===== config.mk =====
export PLATFORM = sky130hd
export DESIGN_NAME = dram_wr_seq
export DESIGN_NICKNAME = d
export VERILOG_FILES = /design/src/rtl/dram_wr_pkg.sv /design/src/rtl/dram_wr_fsm.sv /design/src/rtl/dram_wr_addr.sv /design/src/rtl/dram_wr_strobe.sv /design/src/rtl/dram_wr_seq.sv
export SDC_FILE = /design/constraint.sdc
export NUM_CORES = 1
export LEC_CHECK = 0
export BUFFER_PORTS_ARGS = -buffer_cell sky130_fd_sc_hd__buf_2
export CORE_ASPECT_RATIO = 1.75
export CORE_MARGIN = 5
export CORE_UTILIZATION = 49
export CTS_CLUSTER_SIZE = 14
export DETAILED_ROUTE_END_ITERATION = 10
export PLACE_DENSITY_LB_ADDON = 0.12
export SLEW_MARGIN = 30
export SYNTH_ARGS = -nofsm -noshare
export SYNTH_HDL_FRONTEND = slang
export SYNTH_SLANG_ARGS = --single-unit

===== constraint.sdc =====
create_clock -name clk -period 1.8 [get_ports clk]
set_clock_uncertainty 0.1 [all_clocks]
set_input_delay 0 -clock clk [delete_from_list [all_inputs] [get_ports clk]]
set_output_delay 0 -clock clk [all_outputs]
set_load 0.005 [all_outputs]

===== src/rtl/dram_wr_pkg.sv =====
// Shared types for the DRAM word write sequencer.
// Assumes: one state per clock, no wait insertion.
package dram_wr_pkg;
    typedef enum logic [2:0] {
        ST_IDLE = 3'd0,
        ST_Q1   = 3'd1,
        ST_Q2   = 3'd2,
        ST_Q3   = 3'd3,
        ST_Q4   = 3'd4,
        ST_Q5   = 3'd5
    } seq_state_t;
endpackage


===== src/rtl/dram_wr_fsm.sv =====
// State sequencer: accepts a word request when idle, captures it, then walks
// Q1..Q5 twice (half 0 then half 1) and pulses done at the end.
// Assumes: requests while busy are dropped, not queued.
module dram_wr_fsm
    import dram_wr_pkg::*;
#(
    parameter int WADDR_W = 22,
    parameter int WORD_W  = 32,
    parameter int BE_W    = 4
) (
    input  logic               clk,
    input  logic               rst_n,
    input  logic               req_valid,
    input  logic [WADDR_W-1:0] req_addr,
    input  logic [WORD_W-1:0]  req_data,
    input  logic [BE_W-1:0]    req_be,
    input  logic               mode_sel,
    output seq_state_t         state,
    output logic               half,
    output logic [WADDR_W-1:0] addr_q,
    output logic [WORD_W-1:0]  data_q,
    output logic [BE_W-1:0]    be_q,
    output logic               mode_q,
    output logic               busy,
    output logic               done
);

    // Busy whenever a state other than idle is active.
    assign busy = (state != ST_IDLE);

    // State walk, request capture and completion pulse.
    always_ff @(posedge clk) begin
        if (!rst_n) begin
            state  <= ST_IDLE;
            half   <= 1'b0;
            addr_q <= '0;
            data_q <= '0;
            be_q   <= '0;
            mode_q <= 1'b0;
            done   <= 1'b0;
        end else begin
            done <= 1'b0;
            unique case (state)
                ST_IDLE: begin
                    if (req_valid) begin
                        addr_q <= req_addr;
                        data_q <= req_data;
                        be_q   <= req_be;
                        mode_q <= mode_sel;
                        half   <= 1'b0;
                        state  <= ST_Q1;
                    end
                end
                ST_Q1: state <= ST_Q2;
                ST_Q2: state <= ST_Q3;
                ST_Q3: state <= ST_Q4;
                ST_Q4: state <= ST_Q5;
                ST_Q5: begin
                    if (!half) begin
                        half  <= 1'b1;
                        state <= ST_Q1;
                    end else begin
                        half  <= 1'b0;
                        state <= ST_IDLE;
                        done  <= 1'b1;
                    end
                end
                default: state <= ST_IDLE;
            endcase
        end
    end

    assert_capture_held_R10: assert property (@(posedge clk) disable iff (!rst_n)
        busy |=> ($stable(addr_q) && $stable(data_q) && $stable(be_q) && $stable(mode_q)));

    assert_done_single_R11: assert property (@(posedge clk) disable iff (!rst_n)
        done |=> !done);

endmodule


===== src/rtl/dram_wr_addr.sv =====
// Address multiplexer: forms the half-word address from the captured word
// address and the half bit, then puts the row out in Q1..Q2 and the column
// out in Q3..Q5.
// Assumes: COL_W is smaller than the half-word address width.
module dram_wr_addr
    import dram_wr_pkg::*;
#(
    parameter int WADDR_W = 22,
    parameter int COL_W   = 8,
    localparam int HW_W   = WADDR_W + 1,
    localparam int ROW_W  = HW_W - COL_W,
    localparam int MUX_W  = (ROW_W > COL_W) ? ROW_W : COL_W
) (
    input  logic [WADDR_W-1:0] addr_q,
    input  logic               half,
    input  seq_state_t         state,
    output logic [MUX_W-1:0]   mux_addr
);

    logic [HW_W-1:0]  hw_addr;
    logic [ROW_W-1:0] row_part;
    logic [COL_W-1:0] col_part;

    // Split the half-word address into row and column fields.
    always_comb begin
        hw_addr  = {addr_q, half};
        row_part = hw_addr[HW_W-1:COL_W];
        col_part = hw_addr[COL_W-1:0];
    end

    // Select row or column by state; zero when idle.
    always_comb begin
        unique case (state)
            ST_Q1, ST_Q2:        mux_addr = MUX_W'(row_part);
            ST_Q3, ST_Q4, ST_Q5: mux_addr = MUX_W'(col_part);
            default:             mux_addr = '0;
        endcase
    end

endmodule


===== src/rtl/dram_wr_strobe.sv =====
// Strobe decoder: derives RAS, per-lane CAS/WE, chip-select, read strobe and
// data enable from the state, the half and the captured byte enables, for
// either strobe scheme. Lane 0 is the high byte of the half-word.
// Assumes: all strobes active low, mode held for the whole word.
module dram_wr_strobe
    import dram_wr_pkg::*;
#(
    parameter int LANES = 2
) (
    input  logic               clk,
    input  logic               rst_n,
    input  seq_state_t         state,
    input  logic               half,
    input  logic [2*LANES-1:0] be_q,
    input  logic               mode_q,
    output logic               ras_n,
    output logic [LANES-1:0]   cas_n,
    output logic [LANES-1:0]   we_n,
    output logic               cs_n,
    output logic               rd_n,
    output logic               dq_oe
);

    logic             late_win;
    logic [LANES-1:0] be_half;

    // Phase windows and byte enables of the half being written.
    always_comb begin
        late_win = (state inside {ST_Q3, ST_Q4, ST_Q5});
        ras_n    = !(state inside {ST_Q2, ST_Q3, ST_Q4, ST_Q5});
        cs_n     = (state == ST_IDLE);
        dq_oe    = (state != ST_IDLE);
        rd_n     = 1'b1;
        be_half  = half ? be_q[LANES-1:0] : be_q[2*LANES-1:LANES];
    end

    // Per-lane strobe mapping; mode_q picks which line carries the byte enable.
    for (genvar i = 0; i < LANES; i++) begin : g_lane
        logic lane_en;
        assign lane_en  = be_half[LANES-1-i];
        assign cas_n[i] = !(late_win && (mode_q ? lane_en : (i == 0)));
        assign we_n[i]  = !(late_win && (mode_q ? (i == 0) : lane_en));
    end

    assert_cas_needs_ras_R4: assert property (@(posedge clk) disable iff (!rst_n)
        (~cas_n != '0) |-> !ras_n);

    assert_ras_hold_R4: assert property (@(posedge clk) disable iff (!rst_n)
        $fell(ras_n) |=> !ras_n);

    assert_we_in_window_R3: assert property (@(posedge clk) disable iff (!rst_n)
        (~we_n != '0) |-> dq_oe);

endmodule


===== src/rtl/dram_wr_seq.sv =====
// Top: DRAM word write sequencer. Splits a 32-bit write into two 16-bit
// half-word DRAM write cycles of five states each, lower half-word address
// first, with selectable single-CAS/dual-WE or dual-CAS/single-WE strobes.
// Assumes: the data pins are D31..D16 of the external bus; dq_oe low means
// the pins are released.
module dram_wr_seq
    import dram_wr_pkg::*;
#(
    parameter int WADDR_W = 22,
    parameter int COL_W   = 8,
    parameter int HALF_W  = 16,
    localparam int WORD_W = 2 * HALF_W,
    localparam int LANES  = HALF_W / 8,
    localparam int BE_W   = 2 * LANES,
    localparam int ROW_W  = WADDR_W + 1 - COL_W,
    localparam int MUX_W  = (ROW_W > COL_W) ? ROW_W : COL_W
) (
    input  logic               clk,
    input  logic               rst_n,
    input  logic               mode_sel,
    input  logic               req_valid,
    input  logic [WADDR_W-1:0] req_addr,
    input  logic [WORD_W-1:0]  req_data,
    input  logic [BE_W-1:0]    req_be,
    output logic               busy,
    output logic               done,
    output logic [MUX_W-1:0]   dram_addr,
    output logic [HALF_W-1:0]  dq_o,
    output logic               dq_oe,
    output logic               ras_n,
    output logic [LANES-1:0]   cas_n,
    output logic [LANES-1:0]   we_n,
    output logic               cs_n,
    output logic               rd_n
);

    seq_state_t         state;
    logic               half;
    logic [WADDR_W-1:0] addr_q;
    logic [WORD_W-1:0]  data_q;
    logic [BE_W-1:0]    be_q;
    logic               mode_q;

    dram_wr_fsm #(.WADDR_W(WADDR_W), .WORD_W(WORD_W), .BE_W(BE_W)) u_fsm (
        .clk(clk), .rst_n(rst_n), .req_valid(req_valid), .req_addr(req_addr),
        .req_data(req_data), .req_be(req_be), .mode_sel(mode_sel),
        .state(state), .half(half), .addr_q(addr_q), .data_q(data_q),
        .be_q(be_q), .mode_q(mode_q), .busy(busy), .done(done)
    );

    dram_wr_addr #(.WADDR_W(WADDR_W), .COL_W(COL_W)) u_addr (
        .addr_q(addr_q), .half(half), .state(state), .mux_addr(dram_addr)
    );

    dram_wr_strobe #(.LANES(LANES)) u_strobe (
        .clk(clk), .rst_n(rst_n), .state(state), .half(half), .be_q(be_q),
        .mode_q(mode_q), .ras_n(ras_n), .cas_n(cas_n), .we_n(we_n),
        .cs_n(cs_n), .rd_n(rd_n), .dq_oe(dq_oe)
    );

    // Data of the current half; first half takes the upper bits of the word.
    always_comb begin
        if (!busy)     dq_o = '0;
        else if (half) dq_o = data_q[HALF_W-1:0];
        else           dq_o = data_q[WORD_W-1:HALF_W];
    end

    assert_select_busy_R6: assert property (@(posedge clk) disable iff (!rst_n)
        busy |-> !cs_n);

    assert_drive_busy_R3: assert property (@(posedge clk) disable iff (!rst_n)
        dq_oe |-> busy);

endmodule


Word-level counts from Yosys, hierarchy flattened
Index checks and enable logic that the tools add are counted.

word-level totals
  memories kept = 0
  flip-flop bits (word level) = 64
  memory bits (read-only) = 0
  latch bits = 0
  output and inout bits = 41
  input bits = 62
  word-level logic and storage cells = 47
  memory bits (writable) = 0

operators by class
  reduce and logical (&&, ||, !) cells = 19
  bitwise operators = 0
  shift operators = 0
  eq/ne operators = 6
  multiplexer cells = 15
  $add $sub $neg = 0
  multiply operators = 0
  div/mod/pow operators = 0
  $lt $le $gt $ge = 0

operators with widths
  cell                                           number
  two-way mux 16 bit                             2
  one-hot mux 15 bit (2 select lines)            1
  one-hot mux 3 bit (6 select lines)             1
  two-way mux 1 bit                              8
  == test 3 x 2 -> 1 bit, second input constant  2
  == test 3 bit, second input constant           2
  AND reduction 2 bit                            3
  nonzero test 3 bit                             2
  zero test 1 bit                                5
  logical AND 1 bit                              4
  nonzero test 4 bit                             1
  == test 3 x 1 -> 1 bit, second input constant  1
  zero test 3 bit                                1
  two-way mux 3 bit                              1
  OR reduction 3 bit                             1
  two-way mux 2 bit                              1
  inequality test 2 bit, second input constant   1
  one-hot mux 1 bit (2 select lines)             1
  nonzero test 2 bit                             1
  OR reduction 2 bit                             1

Longest topological paths before layout
Gate-level depths: netlist of the first run.

  depth after elaboration = 4
  mapped depth = 6
  gate-level depth less buffers = 3

Modules after synthesis
Synthesis of the first run repeated with hierarchy kept, for this count alone.

unflattened totals
  cell total of the unflattened synthesis = 387
  area, all modules = 3180.6 um^2

by module, submodules not included
  module          seq. area each (um^2)  times used  cells an instance  area each (um^2)
  dram_wr_fsm     1281.2                 1           289                2353.5
  dram_wr_addr    0.0                    1           49                 425.4
  dram_wr_seq     0.0                    1           35                 295.3
  dram_wr_strobe  0.0                    1           14                 106.4

Worst setup path after synthesis of the first run
Ideal clock, no wire load.

  path kind = flip-flop to flip-flop
  start point = register u_fsm.state[2]
  end point = register u_fsm.addr_q[7]
  period minus slack after synthesis = 1.516 ns
  cell stages (with the launch flop) = 7
  setup slack = 0.284 ns
  path buffers = 3
  arrival time = 1.347 ns
  library setup time = 0.069 ns
  data required time = 1.631 ns
  cell sequence = dfxtp_1 -> buf_4 -> nor4b_4 -> buf_4 -> buf_6 -> nand3_1 -> o21ai_1

between the ends
  cells in the longest elaborated chain, start to end = 2

ends and longest elaborated chain
  what                           line               text
  from (decl)                    dram_wr_fsm.sv:18  output seq_state_t state,
  from (signal assigned)         dram_wr_fsm.sv:34  state <= ST_IDLE;
  from (signal assigned)         dram_wr_fsm.sv:51  state <= ST_Q1;
  from (signal assigned)         dram_wr_fsm.sv:54  ST_Q1: state <= ST_Q2;
  zero test 3 bit                dram_wr_fsm.sv:43  unique case (state)
  AND reduction 2 bit (no line)  --
  to (signal assigned)           dram_wr_fsm.sv:46  addr_q <= req_addr;
  to (decl)                      dram_wr_fsm.sv:20  output logic [WADDR_W-1:0] addr_q,

Every way passes these cells.
A chain may end at the register's enable or synchronous reset.

Worst setup path after layout of the first run
  start point = register u_fsm.state[0]
  end point = register u_fsm.data_q[25]

between the ends
  cells in the longest elaborated chain, start to end = 2

ends and longest elaborated chain
  what                           line               text
  zero test 3 bit                dram_wr_fsm.sv:43
  AND reduction 2 bit (no line)  --
  to (signal assigned)           dram_wr_fsm.sv:47  data_q <= req_data;
  to (decl)                      dram_wr_fsm.sv:21  output logic [WORD_W-1:0] data_q,

Every way passes these cells.

==> results.env, run 1 <==
SYNTHTOPCELLSBYAREA='sky130_fd_sc_hd__dfxtp_1 45%, sky130_fd_sc_hd__nand3_1 11%, sky130_fd_sc_hd__nand2_1 8.8%'
FINAL.SETUP.TNS_NS=0
CTS_MAX_PATH_BUFFERS=2
PATH_CLASS_OF_THE_LOWEST_SLACK_MIN_DELAY_PATH='in -> reg'
SYN_NETS=420
FINAL_GP_CONGESTION=0.818
SYNTH_LARGEST_TYPE_AREA_FRACTION_PCT=45.4
SYNTH_WARNINGS=0
CP_CELL_SEQUENCE='buf_4 > nor4b_4 > buf_12 > nand3_1 > o21ai_0'
FLOORPLAN.INITIALDENSITY_PCT=50.6
DRT_PASS_1_ITERS=4
SYNTH_ASYNC_SR_FLOP_SHARE_PCT=0
CRITICAL_PATH_REQUIRED_NS=1.93
LAYOUT_COMMONEST_CELL='sky130_fd_sc_hd__buf_2'
ROUTE.DETAILED.DRC=0
YS_FF_LATCH=64
CTS_TREE='built'
DIEHEIGHT_UM=110
CLOCK_TREE.ROOT_CELL='sky130_fd_sc_hd__clkbuf_8'
CRIT_SLOWEST_CELL='sky130_fd_sc_hd__nor4b_4'
IR_WORST_VDD_V=0.000669
TOTALPOWERFINAL_mW=3.48
DIODES=0
MAXCLOCKFREQUENCY_MHz=604
FINAL-SETUP-VIOL-COUNT=0
GRT_SETUP_UNREPAIRED='false'
TIMING.RR.END='u_fsm.data_q[25]$_SDFFE_PN0P_'
VIA_PER_INST=5.02
WORST_HOLD_PATH.NUM_CELLS=4
POWER.LEAKAGE_nW=1.72
SYNTH_ENABLE_FLOP_CELLS=0
DRIVE_ABOVE_1_SHARE_PCT=26.1
R2R.WORST_PATH.CELLS=5
PLACE_HPWL_UM=4660
FINAL_NUMBER_OF_HOLD_VIOLATING_ENDPOINTS=0
ROUTE.ANTENNA.REMAINING_NETS=0
ROUTED-VIA-COUNT=2944
CORE.ROWCOUNT=36
LEADING_AREA_CONTRIBUTOR_AFTER_SYNTHESIS='sky130_fd_sc_hd__dfxtp_1'
ROUTE.DETAILED.WL_PER_INST_UM=12.8
CTS-BUFFERS-INSERTED=9
GRT_START_MAX_NET_PINS=62
CRITICAL_PATH.STARTPOINT_TYPE='flip-flop'
ANTENNA_FOUND_INITIAL=0
IO-PIN-COUNT=103
FIN_WORST_SETUP_SLACK_NS=0.145
SYN-INSTANCE-COUNT=358
OUTCOME='completed'
PLACE_INST=510
CTS.CLK_SLEW.WORST_PATHS_NS=0.06
CLK_LATENCY_NS=0.33
NUMPORTBUFFERS=101
TIMING.CRITICAL_PATH.DEPTH=5
YOSYSUNIQUECELLTYPES=27
CRITPATHMAXFANOUT=61
SYN_AREA_MM2=0.00282
CRITICAL_PATH.TOP_DELAY_FAMILY='simple AND/OR/NAND/NOR gates'
CTS_MAX_LEVEL=3
GLOBALROUTEOVERFLOWTOTAL=0
CORE_AREA_MM2=0.00559
GRT_PASS1_VIAS=2848
LAYOUT.CELLS.MOST_COMMON_LIST='100 x sky130_fd_sc_hd__buf_2, 65 x sky130_fd_sc_hd__nand2_1, 63 x sky130_fd_sc_hd__dfxtp_1'
CHIPWIDTH_UM=67.4
WORST_EP_ARRIVAL_TIME_NS=1.78
MIN_PERIOD_NS=1.65
TIMING.FINAL.MAX_SLEW_VIOLATIONS=0
BUFFERS_AND_INVERTERS_ON_THE_WORST_PATH=2
WIRE_LENGTH_OF_THE_FIRST_GLOBAL_ROUTING_PASS_UM=12600
DESIGN.DIE.AREA_MM2=0.00744
YS_SEQ_AREA_SHARE_PCT=45.4
SYNTHESIS.AREA_PER_INSTANCE_UM2=7.89
POWER-PER-CELL-AREA_mW_PER_MM2=838
AREA_DELTA_SYNTH_FINAL_PCT=47.1
NUMBER_OF_NETS_IN_THE_LAYOUT=567
REGTOREGSTARTPOINT='u_fsm.state[0]$_SDFFE_PN0P_'
FINALCRITPERIODSHARE_PCT=91.9
COUNT_OF_CLOCK_TREE_SINKS=64
TRACK_USAGE_PCT=21.4
SLOWEST_DELAY_NS=0.42
MIN_FROM='req_valid'
ROUTE.FINAL.WIRE_LENGTH_UM=7500
DRT-INITIAL-DRC-COUNT=192
CRIT_PATH_END_KIND='flip-flop'
POST_LAYOUT_NONFILLER_INSTANCES=586
CAP_VIOLATIONS=0
CRIT_TYPE='reg -> reg'
PLACE_WS_NS=0.113
WORST_MIN_DELAY_PATH_ENDPOINT='u_fsm.state[0]$_SDFFE_PN0P_'
R2R_SLACK_NS=0.15
YS.FLOP_TYPE='sky130_fd_sc_hd__dfxtp_1'
## worst register-to-register path: cells and delay by family (launching register included)
family / cells / cell delay [ns]
simple gates: 2 / 0.56
buf+inv: 2 / 0.46
flops: 1 / 0.33
compound gates: 1 / 0.12
## cell type report
type / instances / area, µm²
clock buffer: 11 / 141
clock inverter: 5 / 32.5
fill: 442 / 1430
inverter: 1 / 3.75
multi-input combinational: 257 / 1370
sequential: 64 / 1280
tap: 76 / 95.1
timing repair buffer: 172 / 1230
## worst max path at each step
stage	startpoint	end	slack (ns)
finish	u_fsm.state[0]$_SDFFE_PN0P_	u_fsm.data_q[25]$_SDFFE_PN0P_	0.15
global route	u_fsm.state[1]$_SDFFE_PN0P_	we_n[1]	0.02
CTS	u_fsm.state[0]$_SDFFE_PN0P_	dram_addr[3]	0.04
detailed placement	u_fsm.state[2]$_SDFFE_PN0P_	dram_addr[3]	0.11
global placement	u_fsm.state[2]$_SDFFE_PN0P_	dram_addr[1]	0.15
floorplan	u_fsm.state[2]$_SDFFE_PN0P_	u_fsm.addr_q[7]$_SDFFE_PN0P_	0.28
## report_power, final
part	internal, mW	total (mW)	switching, mW
clock	0.532	1.07	0.540
combinational	0.366	0.780	0.415
sequential	1.56	1.63	0.0726
total	2.45	3.48	1.03
## cell usage after synthesis, types with 2 or more instances
library cell / n
sky130_fd_sc_hd__nand2_1: 66
sky130_fd_sc_hd__dfxtp_1: 64
sky130_fd_sc_hd__nand3_1: 60
sky130_fd_sc_hd__o21ai_0: 42
sky130_fd_sc_hd__clkbuf_1: 22
sky130_fd_sc_hd__nor2_1: 21
sky130_fd_sc_hd__mux2i_1: 18
sky130_fd_sc_hd__o21ai_1: 17
sky130_fd_sc_hd__a22o_1: 8
sky130_fd_sc_hd__and2_1: 8
sky130_fd_sc_hd__buf_2: 6
sky130_fd_sc_hd__buf_4: 6
sky130_fd_sc_hd__nand2b_1: 3
sky130_fd_sc_hd__a21oi_1: 2
sky130_fd_sc_hd__buf_6: 2
sky130_fd_sc_hd__xnor2_1: 2
## what timing repair did
item / in CTS / in global routing
setup buffers: 0 / 0
gates resized for setup: 2 / 2
hold endpoints to repair: 64 / 0
setup endpoints to repair: 15 / 15
hold buffers: 60 / 0
## per-stage QoR
stage	hold slack [ns]	instance area, µm²	utilization [%]
4_1_cts	0.0395	4150	74.2
5_1_grt	0.0854	4150	74.4
3_5_place_dp	0.120	3370	60.3
2_1_floorplan	0.0304	2820	-
3_3_place_gp	0.114	3370	60.3
6_report	0.0550	4150	74.4
## sequential cells by signal (all words and copies together), names as in the netlist
name          cells
u_fsm.half        1
u_fsm.data_q     32
u_fsm.mode_q      1
u_fsm.state       3
u_fsm.be_q        4
u_fsm.addr_q     22
u_fsm.done        1
## metal layers
metal  track usage, %  wire length (µm)
met4             9.76               103
met5                0                 0
met1             24.6              3100
met3             3.96               399
met2             36.7              3890
## cells by family after synthesis
family / Yosys count / synth area share (%)
AO/OA/AOI/OAI: 72 / 14.1
buffers and inverters: 37 / 6.51
multiplexers: 18 / 6.38
other: 1 / 0.133
XOR/XNOR: 2 / 0.620
flip-flops: 64 / 45.4
AND/OR/NAND/NOR: 164 / 26.9
Power figures use the tool's default switching activity.
==> run 2: changes to the inputs <==
--- a/config.mk
+++ b/config.mk
@@ -12,6 +12,7 @@
 export CTS_CLUSTER_SIZE = 14
 export DETAILED_ROUTE_END_ITERATION = 10
 export PLACE_DENSITY_LB_ADDON = 0.12
+export SETUP_SLACK_MARGIN = 0.3
 export SLEW_MARGIN = 30
 export SYNTH_ARGS = -nofsm -noshare
 export SYNTH_HDL_FRONTEND = slang
==> run 2 against run 1 <==
Maximum frequency decreased by 4.1%. Utilization increased by 9.9 points. Clock-buffer cell count increased by 1. Sequential share of layout area decreased by 3.4 points. Design area increased by 13%. Via count increased by 13%. Register-to-register slack got worse by 0.07 ns. Cell count increased by 3.4%. Total power increased by 16%. Flip-flop and latch count unchanged. Critical endpoint is now u_fsm.addr_q[8]$_SDFFE_PN0P_.
==> results.env, run 2 (synthesis gave the netlist of run 1 again) <==
OUTCOME='completed'  # unchanged
COMBINATIONALPOWERSHARE_PCT=30.1  # was 22.4%
CRITICAL_PATH.STARTPOINT_TYPE='flip-flop'  # unchanged
FINAL.FILL_COUNT=358  # was 442
CLK_LATENCY_NS=0.34  # was 0.33 ns
CTS_TREE='built'  # unchanged
ANTENNA_FOUND_INITIAL=0  # unchanged
TRACK_USAGE_PCT=22.5  # was 21.4%
PLACE_INST=509  # was 510
ROUTED-VIA-COUNT=3318  # was 2944
GRT_PASS1_VIAS=2930  # was 2848
INTERNAL-POWER_mW=2.81  # was 2.45 mW
DIODES=0  # unchanged
CTS-BUFFERS-INSERTED=9  # unchanged
POST_LAYOUT_NONFILLER_INSTANCES=606  # was 586
POWER-PER-CELL-AREA_mW_PER_MM2=858  # was 838 mW/mm²
PATH_CLASS_OF_THE_LOWEST_SLACK_MIN_DELAY_PATH='in -> reg'  # unchanged
IO-PIN-COUNT=103  # unchanged
FINAL_NUMBER_OF_HOLD_VIOLATING_ENDPOINTS=0  # unchanged
CTS.CLK_SLEW.WORST_PATHS_NS=0.07  # was 0.06 ns
DRT-INITIAL-DRC-COUNT=260  # was 192
CTS_MAX_LEVEL=3  # unchanged
SEQPWRFRAC_PCT=41.0  # was 46.8%
POWER_SWITCHING_mW=1.23  # was 1.03 mW
WORST_EP_ARRIVAL_TIME_NS=1.89  # was 1.78 ns
SWITCHING_SHARE_PCT=30.5  # was 29.5%
CORE.ROWCOUNT=36  # unchanged
LARGEST_REGISTER='u_fsm.data_q'  # unchanged
GRT_SETUP_UNREPAIRED='true'  # was false
GLOBALROUTEOVERFLOWTOTAL=0  # unchanged
COUNT_OF_CLOCK_TREE_SINKS=64  # unchanged
PLACE_HPWL_UM=4850  # was 4660 µm
MAXCLOCKFREQUENCY_MHz=579  # was 604 MHz
FLIP_FLOP_COUNT_OF_THE_LARGEST_REGISTER_ALL_COPIES_AND_WORDS_ADDED=32  # unchanged
GRTUSAGEMET1_PCT=26.0  # was 24.6%
LAYOUT.CELLS.MOST_COMMON_LIST='100 x sky130_fd_sc_hd__buf_2, 65 x sky130_fd_sc_hd__nand2_1, 61 x sky130_fd_sc_hd__dfxtp_1'  # was 100 x sky130_fd_sc_hd__buf_2, 65 x sky130_fd_sc_hd__nand2_1, 63 x sky130_fd_sc_hd__dfxtp_1
CAP_VIOLATIONS=0  # unchanged
FINAL_GP_CONGESTION=0.847  # was 0.818
AREA_USED_BY_MULTI_INPUT_COMBINATIONAL_LOGIC_MM2=0.00154  # was 0.00137 mm²
LAYOUT_COMMONEST_CELL='sky130_fd_sc_hd__buf_2'  # unchanged
CRITICAL_PATH_REQUIRED_NS=1.97  # was 1.93 ns
ROUTE.FINAL.WIRE_LENGTH_UM=11000  # was 7500 µm
GRT_USE_MET2_PCT=38.6  # was 36.7%
CRIT_TYPE='reg -> reg'  # unchanged
NUMBER_OF_NETS_IN_THE_LAYOUT=587  # was 567
FIN_WORST_HOLD_SLACK_NS=0.0256  # was 0.0550 ns
CRIT_PATH_END_KIND='flip-flop'  # unchanged
GRT_START_MAX_NET_PINS=69  # was 62
REG.LARGEST.LIST='u_fsm.data_q x32, u_fsm.addr_q x22, u_fsm.be_q x4'  # unchanged
DRT_PASS_1_ITERS=7  # was 4
MIN_PERIOD_NS=1.73  # was 1.65 ns
VIA_PER_INST=5.48  # was 5.02
WIRE_LENGTH_OF_THE_FIRST_GLOBAL_ROUTING_PASS_UM=13200  # was 12600 µm
POWER.CLOCK.FRACTION_PCT=28.9  # was 30.8%
CLOCK_TREE.ROOT_CELL='sky130_fd_sc_hd__clkbuf_8'  # unchanged
AREA_DELTA_SYNTH_FINAL_PCT=66.5  # was 47.1%
POWER.LEAKAGE_nW=1.95  # was 1.72 nW
CRITPATHMAXFANOUT=8  # was 61
CHIPWIDTH_UM=67.4  # unchanged
DIEHEIGHT_UM=110  # unchanged
IR_WORST_VDD_V=0.000638  # was 0.000669 V
GROUTE.LAYER.MET3.USAGE_PCT=4.07  # was 3.96%
TIMING.FINAL.MAX_SLEW_VIOLATIONS=0  # unchanged
ROUTE.DETAILED.DRC=0  # unchanged
SEQCELLAREA_MM2=0.00129  # was 0.00128 mm²
NUMPORTBUFFERS=101  # unchanged
DESIGN.DIE.AREA_MM2=0.00744  # unchanged
CTS_MAX_PATH_BUFFERS=2  # unchanged
FINAL-SETUP-VIOL-COUNT=0  # unchanged
ROUTE.ANTENNA.REMAINING_NETS=0  # unchanged
FINALCRITPERIODSHARE_PCT=95.9  # was 91.9%
FLOORPLAN.INITIALDENSITY_PCT=50.6  # unchanged
TOP_USAGE_LAYER='met2'  # unchanged
DRIVE_ABOVE_1_SHARE_PCT=35.3  # was 26.1%
FINAL.SETUP.TNS_NS=0  # unchanged
ROUTE.DETAILED.WL_PER_INST_UM=18.2  # was 12.8 µm
CORE_AREA_MM2=0.00559  # unchanged
-- run 2: cell types whose count changed in the layout (fill, tap and decap cells not counted), moves of 6 or more --
cell                        delta
sky130_fd_sc_hd__o21ai_2       +6
sky130_fd_sc_hd__o21ai_1      +13
sky130_fd_sc_hd__o21ai_0      -19
sky130_fd_sc_hd__nand3_1      -25
sky130_fd_sc_hd__buf_6         +6
sky130_fd_sc_hd__clkbuf_16     +8
sky130_fd_sc_hd__nand3_2      +25
-- run 2: critical path, stage by stage, from the launching register on --
cell and delay (ns):
sky130_fd_sc_hd__dfxtp_4 0.38, sky130_fd_sc_hd__nor4b_4 0.46, sky130_fd_sc_hd__buf_4 0.21, sky130_fd_sc_hd__buf_8 0.14
sky130_fd_sc_hd__buf_12 0.13, sky130_fd_sc_hd__nand3_1 0.11, sky130_fd_sc_hd__o21ai_1 0.12
-- run 2: layer usage --
layer | share of wire [%] | vias to the layer above
li1 | - | 1551
met1 | 37 | 1592
met4 | 4.1 | 0
met5 | 0 | -
met2 | 54 | 143
met3 | 5.2 | 32
-- run 2: power by group through the flow --
stage	combinational [mW]	sequential, mW	clock [mW]
2_1_floorplan	0.460	1.64	0
3_3_place_gp	0.648	1.67	0
3_5_place_dp	0.656	1.68	0
4_1_cts	0.784	1.64	1.18
5_1_grt	1.28	1.67	1.24
6_report	1.22	1.65	1.17
-- run 2: stage by stage --
step	util (%)	area [µm²]	power [mW]	worst slack, ns
2_1_floorplan	-	2830	2.10	0.301
3_3_place_gp	60.1	3360	2.32	0.297
3_5_place_dp	60.1	3360	2.33	0.244
4_1_cts	74.8	4180	3.61	0.226
5_1_grt	84.2	4700	4.19	0.0334
6_report	84.2	4700	4.04	0.0742
-- run 2: final cells by class --
class                   count  area share, %
repair buffers            192           33.9
multi-input cells         257           32.7
flip-flops and latches     64           27.5
clock buffers              12           2.87
well taps                  76           2.02
clock inverters             4          0.958
inverters                   1         0.0798
-- run 2: what timing repair did --
item | CTS | global route
resized for setup | 11 | 69
pin swaps | 0 | 21
endpoints found under the hold margin | 59 | 0
gates cloned | 0 | 16
endpoints found under the setup margin | 79 | 90
hold buffers | 59 | 0
setup buffers | 2 | 4
-- run 2: worst paths after layout --
path / start / endpoint / slack (ns) / depth (start not counted)
worst max-delay path: u_fsm.state[2]$_SDFFE_PN0P_ / u_fsm.addr_q[8]$_SDFFE_PN0P_ / 0.07 / 6
worst min-delay path: rst_n / u_fsm.data_q[31]$_SDFFE_PN0P_ / 0.03 / 3
worst max register to register: u_fsm.state[2]$_SDFFE_PN0P_ / u_fsm.addr_q[8]$_SDFFE_PN0P_ / 0.07 / 6
worst min register to register: u_fsm.addr_q[19]$_SDFFE_PN0P_ / u_fsm.addr_q[19]$_SDFFE_PN0P_ / 0.35 / 2
